**src/rtl/sic_pkg.sv**
```systemverilog
package sic_pkg;

  localparam int DW = 32;

  // Word indices of the register window
  localparam int W_STATUS  = 0;
  localparam int W_RAW     = 1;
  localparam int W_EN      = 2;
  localparam int W_EN_CLR  = 3;
  localparam int W_SOFT    = 4;
  localparam int W_SOFT_CL = 5;
  localparam int W_ROUTE   = 8;
  localparam int W_ROUTE_C = 9;

  typedef logic [DW-1:0] word_t;

  // Mask with bits lo..hi set
  function automatic word_t range_mask(input int lo, input int hi);
    word_t m;
    m = '0;
    for (int i = 0; i < DW; i++) begin
      if (i >= lo && i <= hi) m[i] = 1'b1;
    end
    return m;
  endfunction

  function automatic word_t set_bits(input word_t cur, input word_t d);
    return cur | d;
  endfunction

  function automatic word_t clr_bits(input word_t cur, input word_t d);
    return cur & ~d;
  endfunction

  // Soft words act on mask bit 0 when the data is non-zero
  function automatic word_t soft_bit0(input word_t cur, input word_t d,
                                      input logic set);
    word_t r;
    r = cur;
    if (d != '0) r[0] = set;
    return r;
  endfunction

  function automatic word_t masked(input word_t lvl, input word_t msk);
    return lvl & msk;
  endfunction

endpackage

```
**src/rtl/sic_level_capture.sv**
```systemverilog
module sic_level_capture
  import sic_pkg::*;
(
  input  logic  clk,
  input  logic  rst_n,
  input  word_t irq_in,
  output word_t level_q
);

  always_ff @(posedge clk) begin
    if (!rst_n) level_q <= '0;
    else        level_q <= irq_in;
  end

endmodule

```
**src/rtl/sic_regs.sv**
```systemverilog
module sic_regs
  import sic_pkg::*;
#(
  parameter int ADDR_W = 12,
  parameter int PT_LO  = 21,
  parameter int PT_HI  = 30
) (
  input  logic              clk,
  input  logic              rst_n,
  input  logic [ADDR_W-1:0] bus_addr,
  input  logic              bus_wr,
  input  word_t             bus_wdata,
  input  word_t             level_q,
  output word_t             mask_q,
  output word_t             route_q,
  output word_t             status_w,
  output word_t             bus_rdata
);

  localparam int    WI_W    = ADDR_W - 2;
  localparam word_t PT_MASK = range_mask(PT_LO, PT_HI);

  logic [WI_W-1:0] word;
  assign word = bus_addr[ADDR_W-1:2];

  logic hit_status, hit_raw, hit_en, hit_en_clr;
  logic hit_soft, hit_soft_cl, hit_route, hit_route_c;

  assign hit_status  = (word == WI_W'(W_STATUS));
  assign hit_raw     = (word == WI_W'(W_RAW));
  assign hit_en      = (word == WI_W'(W_EN));
  assign hit_en_clr  = (word == WI_W'(W_EN_CLR));
  assign hit_soft    = (word == WI_W'(W_SOFT));
  assign hit_soft_cl = (word == WI_W'(W_SOFT_CL));
  assign hit_route   = (word == WI_W'(W_ROUTE));
  assign hit_route_c = (word == WI_W'(W_ROUTE_C));

  // Named write events
  logic wr_en_set, wr_en_clr, wr_soft_set, wr_soft_clr;
  logic wr_rt_set, wr_rt_clr, wr_unlisted;

  assign wr_en_set   = bus_wr && hit_en;
  assign wr_en_clr   = bus_wr && hit_en_clr;
  assign wr_soft_set = bus_wr && hit_soft;
  assign wr_soft_clr = bus_wr && hit_soft_cl;
  assign wr_rt_set   = bus_wr && hit_route;
  assign wr_rt_clr   = bus_wr && hit_route_c;
  assign wr_unlisted = bus_wr && !(hit_en || hit_en_clr || hit_soft ||
                                   hit_soft_cl || hit_route || hit_route_c);

  word_t mask_d, route_d;

  always_comb begin
    mask_d = mask_q;
    if (wr_en_set)   mask_d = set_bits(mask_q, bus_wdata);
    if (wr_en_clr)   mask_d = clr_bits(mask_q, bus_wdata);
    if (wr_soft_set) mask_d = soft_bit0(mask_q, bus_wdata, 1'b1);
    if (wr_soft_clr) mask_d = soft_bit0(mask_q, bus_wdata, 1'b0);
  end

  always_comb begin
    route_d = route_q;
    if (wr_rt_set) route_d = set_bits(route_q, bus_wdata & PT_MASK);
    if (wr_rt_clr) route_d = clr_bits(route_q, bus_wdata);
  end

  always_ff @(posedge clk) begin
    if (!rst_n) begin
      mask_q  <= '0;
      route_q <= '0;
    end else begin
      mask_q  <= mask_d;
      route_q <= route_d;
    end
  end

  assign status_w = masked(level_q, mask_q);

  always_comb begin
    bus_rdata = '0;
    if (hit_status) bus_rdata = status_w;
    if (hit_raw)    bus_rdata = level_q;
    if (hit_en)     bus_rdata = mask_q;
    if (hit_soft)   bus_rdata = {{(DW-1){1'b0}}, level_q[0]};
    if (hit_route)  bus_rdata = route_q;
  end


  en_set_chk: assert property (@(posedge clk) disable iff (!rst_n)
    wr_en_set |=> ((mask_q & $past(bus_wdata)) == $past(bus_wdata)));


  en_clr_chk: assert property (@(posedge clk) disable iff (!rst_n)
    wr_en_clr |=> ((mask_q & $past(bus_wdata)) == '0));


  soft_set_chk: assert property (@(posedge clk) disable iff (!rst_n)
    (wr_soft_set && bus_wdata != '0) |=> mask_q[0]);


  soft_zero_chk: assert property (@(posedge clk) disable iff (!rst_n)
    ((wr_soft_set || wr_soft_clr) && bus_wdata == '0) |=> $stable(mask_q));


  rt_clr_chk: assert property (@(posedge clk) disable iff (!rst_n)
    wr_rt_clr |=> ((route_q & $past(bus_wdata)) == '0));


  unlisted_chk: assert property (@(posedge clk) disable iff (!rst_n)
    wr_unlisted |=> ($stable(mask_q) && $stable(route_q)));

endmodule

```
**src/rtl/sic_route.sv**
```systemverilog
module sic_route
  import sic_pkg::*;
#(
  parameter int PT_LO   = 21,
  parameter int PT_HI   = 30,
  parameter int SUM_IDX = 31
) (
  input  word_t level_q,
  input  word_t mask_q,
  input  word_t route_q,
  output word_t irq_out
);

  logic summary;
  assign summary = |masked(level_q, mask_q);

  for (genvar i = 0; i < DW; i++) begin : g_line
    if (i == SUM_IDX) begin : g_sum
      assign irq_out[i] = summary;
    end else if (i >= PT_LO && i <= PT_HI) begin : g_pass
      assign irq_out[i] = level_q[i] & route_q[i];
    end else begin : g_tie
      assign irq_out[i] = 1'b0;
    end
  end

endmodule

```
**src/rtl/sic_secondary.sv**
```systemverilog
module sic_secondary
  import sic_pkg::*;
#(
  parameter int ADDR_W  = 12,
  parameter int PT_LO   = 21,
  parameter int PT_HI   = 30,
  parameter int SUM_IDX = 31
) (
  input  logic              clk,
  input  logic              rst_n,
  input  logic [DW-1:0]     irq_in,
  input  logic [ADDR_W-1:0] bus_addr,
  input  logic              bus_wr,
  input  logic [DW-1:0]     bus_wdata,
  output logic [DW-1:0]     bus_rdata,
  output logic [DW-1:0]     irq_out
);

  localparam word_t PT_MASK  = range_mask(PT_LO, PT_HI);
  localparam word_t LOW_MASK = ~(PT_MASK | range_mask(SUM_IDX, SUM_IDX));

  word_t level_w, mask_w, route_w, status_w;

  sic_level_capture u_cap (
    .clk     (clk),
    .rst_n   (rst_n),
    .irq_in  (irq_in),
    .level_q (level_w)
  );

  sic_regs #(.ADDR_W(ADDR_W), .PT_LO(PT_LO), .PT_HI(PT_HI)) u_regs (
    .clk       (clk),
    .rst_n     (rst_n),
    .bus_addr  (bus_addr),
    .bus_wr    (bus_wr),
    .bus_wdata (bus_wdata),
    .level_q   (level_w),
    .mask_q    (mask_w),
    .route_q   (route_w),
    .status_w  (status_w),
    .bus_rdata (bus_rdata)
  );

  sic_route #(.PT_LO(PT_LO), .PT_HI(PT_HI), .SUM_IDX(SUM_IDX)) u_route (
    .level_q (level_w),
    .mask_q  (mask_w),
    .route_q (route_w),
    .irq_out (irq_out)
  );


  summary_chk: assert property (@(posedge clk) disable iff (!rst_n)
    irq_out[SUM_IDX] == (status_w != '0));


  route_off_chk: assert property (@(posedge clk) disable iff (!rst_n)
    (irq_out & PT_MASK & ~route_w) == '0);


  route_range_chk: assert property (@(posedge clk) disable iff (!rst_n)
    (route_w & ~PT_MASK) == '0);


  low_lines_chk: assert property (@(posedge clk) disable iff (!rst_n)
    (irq_out & LOW_MASK) == '0);

endmodule

```
**config.mk**
```make
export PLATFORM = sky130hd
export DESIGN_NAME = sic_secondary
export DESIGN_NICKNAME = d
export VERILOG_FILES = /design/src/rtl/sic_pkg.sv /design/src/rtl/sic_level_capture.sv /design/src/rtl/sic_regs.sv /design/src/rtl/sic_route.sv /design/src/rtl/sic_secondary.sv
export SDC_FILE = /design/constraint.sdc
export NUM_CORES = 1
export LEC_CHECK = 0
export BUFFER_PORTS_ARGS = -buffer_cell sky130_fd_sc_hd__buf_2
export CORE_UTILIZATION = 40
export CTS_BUF_LIST = sky130_fd_sc_hd__clkbuf_16
export CTS_CLUSTER_SIZE = 40
export DETAILED_ROUTE_END_ITERATION = 10
export GPL_TIMING_DRIVEN = 0
export PLACE_DENSITY_LB_ADDON = 0.15
export SLEW_MARGIN = 20
export SYNTH_ARGS = -nofsm -noshare
export SYNTH_HDL_FRONTEND = slang
export SYNTH_SLANG_ARGS = --single-unit
```
**constraint.sdc**
```tcl
create_clock -name clk -period 5.28 [get_ports clk]
set_input_delay 0.264 -clock clk [delete_from_list [all_inputs] [get_ports clk]]
set_output_delay 0.264 -clock clk [all_outputs]
set_load 0.01 [all_outputs]
```
==> results.sh, run 1 <==
export IMPL_outcome="finished, final reports clean"
export IMPL_cts_tree="built"
export IMPL_relSlewSlack_pct=43.0
export IMPL_root_buffer="clkbuf_16"
export IMPL_p_total_w=0.00144
export IMPL_design_core_area_sq_mm=0.0110
export IMPL_start_util_pct=41.8
export IMPL_routabilityCongestion=0.876
export IMPL_die_area_sq_mm=0.0120
export IMPL_rsz0062_at_grt="no"
export IMPL_num_vias=4646
export IMPL_wl_per_cell_um=18.8
export IMPL_synth_edf_count=0
export IMPL_die_height_um=109
export IMPL_cts_setup_buffers=0
export IMPL_drc=0
export IMPL_dr_pass1_iters=5
export IMPL_fin_util_pct=51.7
export IMPL_cts_sinks=96
export IMPL_hold_depth=2
export IMPL_ys_seq_area_share_pct=41.7
export IMPL_drive_gt1_share_pct=28.0
export IMPL_clock_latency_ns=0.34
export IMPL_synth_area_sq_mm=0.00461
export IMPL_fin_nets=750
export IMPL_syn2layout_area_growth_pct=23.9
export IMPL_ios=143
export IMPL_cp_data_required_time_ns=5.02
export IMPL_crit_type="in -> out"
export IMPL_fmax_mhz=358
export IMPL_cts_buffer_depth=2
export IMPL_place_area_sq_mm=0.00545
export IMPL_die_w_um=109
export IMPL_hp_class="in -> reg"
export IMPL_ys_async_sr_fraction_pct=0
export IMPL_netlist_instances=521
export IMPL_dpl_hpwl_mm=11.5
export IMPL_final_cell_mix="buf_2 (133), dfxtp_1 (96), a21oi_1 (65)"
export IMPL_worst_pin_slew_ns=0.849
export IMPL_ys_flop_type="dfxtp_1"
export IMPL_postLayoutCellArea_sq_mm=0.00571
export IMPL_cp_arrival_ns=2.53
export IMPL_leakage_nw=2.55
export IMPL_num_antenna_cells=0
export IMPL_cts_hold_buffers=0
export IMPL_drt_iter0_drc=311
export IMPL_setup_violations_final=0
export IMPL_end_kind="primary output"
export IMPL_holdWs_ns=0.119
export IMPL_antenna_found_initial=0
export IMPL_final_max_slew_violation_count=0
export IMPL_rows=38
export IMPL_grt_use_total_pct=26.2
export IMPL_numCtsBuffers=9
export IMPL_clk_pin_slew_ns=0.06
export IMPL_hold_violations=0
export IMPL_timing_final_crit_share_pct=52.9
export IMPL_h_tree_depth=3
export IMPL_drt_wl_total_mm=15.3
export IMPL_power_density_mw_per_mm2=252
export IMPL_yosys_warnings=0
export IMPL_cp_start_kind="input pin"
export IMPL_vias_per_cell=5.70
export IMPL_synth_area_per_cell_sq_um=8.84
export IMPL_vdd_ir_drop_worst_mv=0.222
export IMPL_io_buffers=119
export IMPL_grt_pass1_vias=4249
export IMPL_grt_pass1_wl_mm=23.1
export IMPL_layout_commonest_cell="buf_2"
export IMPL_clock_skew_ns=0
export IMPL_yosysTopAreaCellShare_pct=41.7
export IMPL_grt_max_degree=15
export IMPL_synth_cell_types=43
export IMPL_crit_fanout=10
export IMPL_postRouteAntennaNets=0
export IMPL_synth_top_area_cell="dfxtp_1"
export IMPL_tns_ns=0
export IMPL_synth_area_leaders="dfxtp_1 (42%), a21oi_1 (7.1%), a311oi_1 (5.9%)"
export IMPL_post_cts_resized=0
export IMPL_ff2ff_path_depth=4
export IMPL_ys_ff_latch=96
export IMPL_min_period_ns=2.79
export IMPL_maxCapViolations=0
export IMPL_grt_overflow=0
==> layer usage <==
layer	GRT usage, %	vias to the layer above	routed length [um]
met5	0	-	0
met4	9.14	0	336
met3	6.52	29	1220
met2	42.7	235	7210
met1	33.6	2162	6560
li1	-	2220	-
==> power by group <==
group,switching [W],internal [W],leakage (nW)
Clock,0.000272,0.000310,0.129
Combinational,0.0000583,0.0000443,1.64
Sequential,0.0000161,0.000737,0.782
Total,0.000347,0.00109,2.55
==> critical path: stages <==
cell	delay (ns)
buf_2	0.09
or4_4	0.52
buf_6	0.16
nor3_1	0.11
and4b_1	0.21
clkbuf_1	0.24
clkbuf_1	0.48
a22oi_1	0.14
o21ai_1	0.15
buf_2	0.16
==> cell usage after synthesis, types with 4 or more instances <==
master,n
o21ai_0,12
buf_2,14
and2_1,42
a22oi_1,22
buf_4,23
nand2_1,25
nor3_1,4
a31oi_1,10
a211oi_2,8
nand4_1,4
clkbuf_1,23
inv_1,13
dfxtp_1,96
a21oi_1,65
o21ai_1,19
a311oi_1,31
nor2_1,26
a221oi_1,23
nor4_1,8
a21o_1,21
buf_6,4
==> final cells by class <==
| class | count | area (sq um) |
|---|---|---|
| clock buffers | 9 | 225 |
| flip-flops and latches | 96 | 1920 |
| plain buffers | 64 | 374 |
| well taps | 140 | 175 |
| multi-input cells | 368 | 2340 |
| repair buffers | 119 | 596 |
| clock inverters | 6 | 28.8 |
| fillers | 1088 | 5320 |
| inverters | 13 | 48.8 |
==> final timing paths <==
check	from	endpoint	slack, ns
worst max-delay path	bus_addr[9]	bus_rdata[15]	2.49
worst min-delay path	irq_in[23]	u_cap.level_q[23]	0.12
worst max register to register	u_regs.mask_q[0]	u_regs.mask_q[0]	4.33
worst min register to register	u_regs.route_q[12]	u_regs.route_q[12]	0.44
==> stage by stage <==
| step | instances | setup slack [ns] |
|---|---|---|
| after floorplan | 541 | 3.04 |
| after global placement | 800 | 2.52 |
| final | 815 | 2.49 |
| after CTS | 815 | 2.48 |
| after detailed placement | 800 | 2.48 |
| after global routing | 815 | 2.39 |
==> logic make-up (layout without fill, tap and decap cells) <==
family          count (synthesis)  after routing  share of synthesized area [%]
buf+inv                        77            211                           9.18
simple gates                  128            128                           16.3
mux                             1              1                          0.217
other cells                     1             21                         0.0814
flops                          96             96                           41.7
compound gates                218            218                           32.6
Note: power is estimated with default switching activity, not from simulation.
==> run 2: changes to the inputs <==
==> constraint.sdc (replaced) <==
create_clock -name clk -period 2.3 [get_ports clk]
set_input_delay 0.115 -clock clk [delete_from_list [all_inputs] [get_ports clk]]
set_output_delay 0.115 -clock clk [all_outputs]
set_load 0.01 [all_outputs]
==> results.sh, run 2 (same netlist as run 1, synthesis figures left out) <==
export IMPL_cp_data_required_time_ns=2.18
export IMPL_grt_pass1_vias=4463
export IMPL_maxCapViolations=0
export IMPL_clk_pin_slew_ns=0.06
export IMPL_timing_final_crit_share_pct=97.3
export IMPL_cp_slowest_cell="or4_1"
export IMPL_drt_iter0_drc=338
export IMPL_postRouteAntennaNets=0
export IMPL_grt_max_degree=15
export IMPL_setup_violations_final=0
export IMPL_relSlewSlack_pct=44.9
export IMPL_crit_fanout=3
export IMPL_worst_pin_slew_ns=0.820
export IMPL_wl_per_cell_um=18.4
export IMPL_use_met1_pct=33.6
export IMPL_final_cells=857
export IMPL_grt_pass1_wl_mm=23.8
export IMPL_io_buffers=119
export IMPL_antenna_found_initial=0
export IMPL_final_cell_mix="buf_2 (124), dfxtp_1 (96), a21oi_1 (65)"
export IMPL_h_tree_depth=3
export IMPL_grt_busiest_layer="met2"
export IMPL_numCtsBuffers=9
export IMPL_root_buffer="clkbuf_16"
export IMPL_drive_gt1_share_pct=27.5
export IMPL_crit_type="reg -> out"
export IMPL_die_area_sq_mm=0.0120
export IMPL_vias_per_cell=5.50
export IMPL_hold_violations=0
export IMPL_postLayoutCellArea_sq_mm=0.00618
export IMPL_design_core_area_sq_mm=0.0110
export IMPL_syn2layout_area_growth_pct=34.2
export IMPL_rows=38
export IMPL_final_max_slew_violation_count=0
export IMPL_fmax_mhz=447
export IMPL_path_buf_inv=2
export IMPL_dr_pass1_iters=5
export IMPL_fill_cells=1033
export IMPL_routabilityCongestion=0.876
export IMPL_rsz0062_at_grt="yes"
export IMPL_power_density_mw_per_mm2=545
export IMPL_cts_sinks=96
export IMPL_path_delay_family="simple AND/OR/NAND/NOR gates"
export IMPL_die_w_um=109
export IMPL_dpl_hpwl_mm=11.5
export IMPL_tns_ns=0
export IMPL_dp_slack_ns=-0.206
export IMPL_worst_slack_ns=0.0619
export IMPL_vdd_ir_drop_worst_mv=0.510
export IMPL_grt_util_met3_pct=6.16
export IMPL_min_period_ns=2.24
export IMPL_drc=0
export IMPL_cts_tree="built"
export IMPL_place_area_sq_mm=0.00545
export IMPL_leakage_nw=2.76
export IMPL_die_height_um=109
export IMPL_placed_cells=800
export IMPL_clock_latency_ns=0.34
export IMPL_clock_skew_ns=0
export IMPL_grt_overflow=0
export IMPL_fin_nets=792
export IMPL_grt_use_total_pct=26.9
export IMPL_path_cells="a22o_1, a221oi_2, nand3_1, or4_1, buf_4, buf_2"
export IMPL_layout_commonest_cell="buf_2"
export IMPL_outcome="finished, final reports clean"
export IMPL_crit_path_max_incr_delay_ns=0.55
export IMPL_ios=143
export IMPL_cp_arrival_ns=2.12
export IMPL_drt_wl_total_mm=15.8
export IMPL_cts_buffer_depth=2
export IMPL_hp_class="in -> reg"
export IMPL_end_kind="primary output"
export IMPL_num_vias=4715
export IMPL_cp_start_kind="flip-flop"
export IMPL_holdWs_ns=0.00258
export IMPL_use_met2_pct=45.0
export IMPL_start_util_pct=41.8
export IMPL_num_antenna_cells=0
run 2: changes by cell type in the layout (fill, tap and decap cells not counted), moves of 2 or more:
cell / delta
a221oi_1: -2
a221oi_2: +2
buf_2: -9
buf_4: +7
clkbuf_1: -6
clkbuf_2: +4
clkbuf_4: +4
dlygate4sd3_1: +42
run 2: final cells by class:
type / instances / area, sq um / share of cell area (%)
clock buffer: 9 / 225 / 3.64
buffer: 62 / 394 / 6.38
multi-input combinational: 368 / 2360 / 38.1
inverter: 13 / 48.8 / 0.789
timing repair buffer: 163 / 1030 / 16.7
tap: 140 / 175 / 2.83
clock inverter: 6 / 28.8 / 0.465
sequential: 96 / 1920 / 31.1
run 2: metrics by stage:
stage	total power, W	util, %
6_report	0.00337	56.0
5_1_grt	0.00348	56.0
4_1_cts	0.00337	55.7
3_5_place_dp	0.00200	49.4
3_3_place_gp	0.00199	49.4
2_1_floorplan	0.00186	-
run 2: worst paths after layout:
kind                                    startpoint                 end  slack, ns  cells after the start
worst min-delay path                 bus_wdata[11]  u_regs.route_q[11]      0.003                      2
worst max register to register    u_regs.mask_q[0]    u_regs.mask_q[0]       1.38                      4
worst max-delay path              u_cap.level_q[5]         irq_out[31]       0.06                      6
worst min register to register  u_regs.route_q[12]  u_regs.route_q[12]       0.44                      2
run 2: routing by layer:
metal	vias up	routed length, um
met4	0	272
met5	-	0
met3	21	1140
met1	2214	6740
li1	2291	-
met2	189	7610
run 2: power by group:
| part | switching, W | internal, W |
|---|---|---|
| sequential | 0.0000374 | 0.00169 |
| combinational | 0.000144 | 0.000148 |
| clock | 0.000632 | 0.000712 |
| total | 0.000813 | 0.00255 |
run 2: what timing repair did:
item / CTS / global route
hold endpoints to repair: 42 / 0
endpoints found under the setup margin: 12 / 30
buffers inserted: 0 / 2
pin swaps: 0 / 1
resized for setup: 8 / 13
hold buffers: 42 / 0
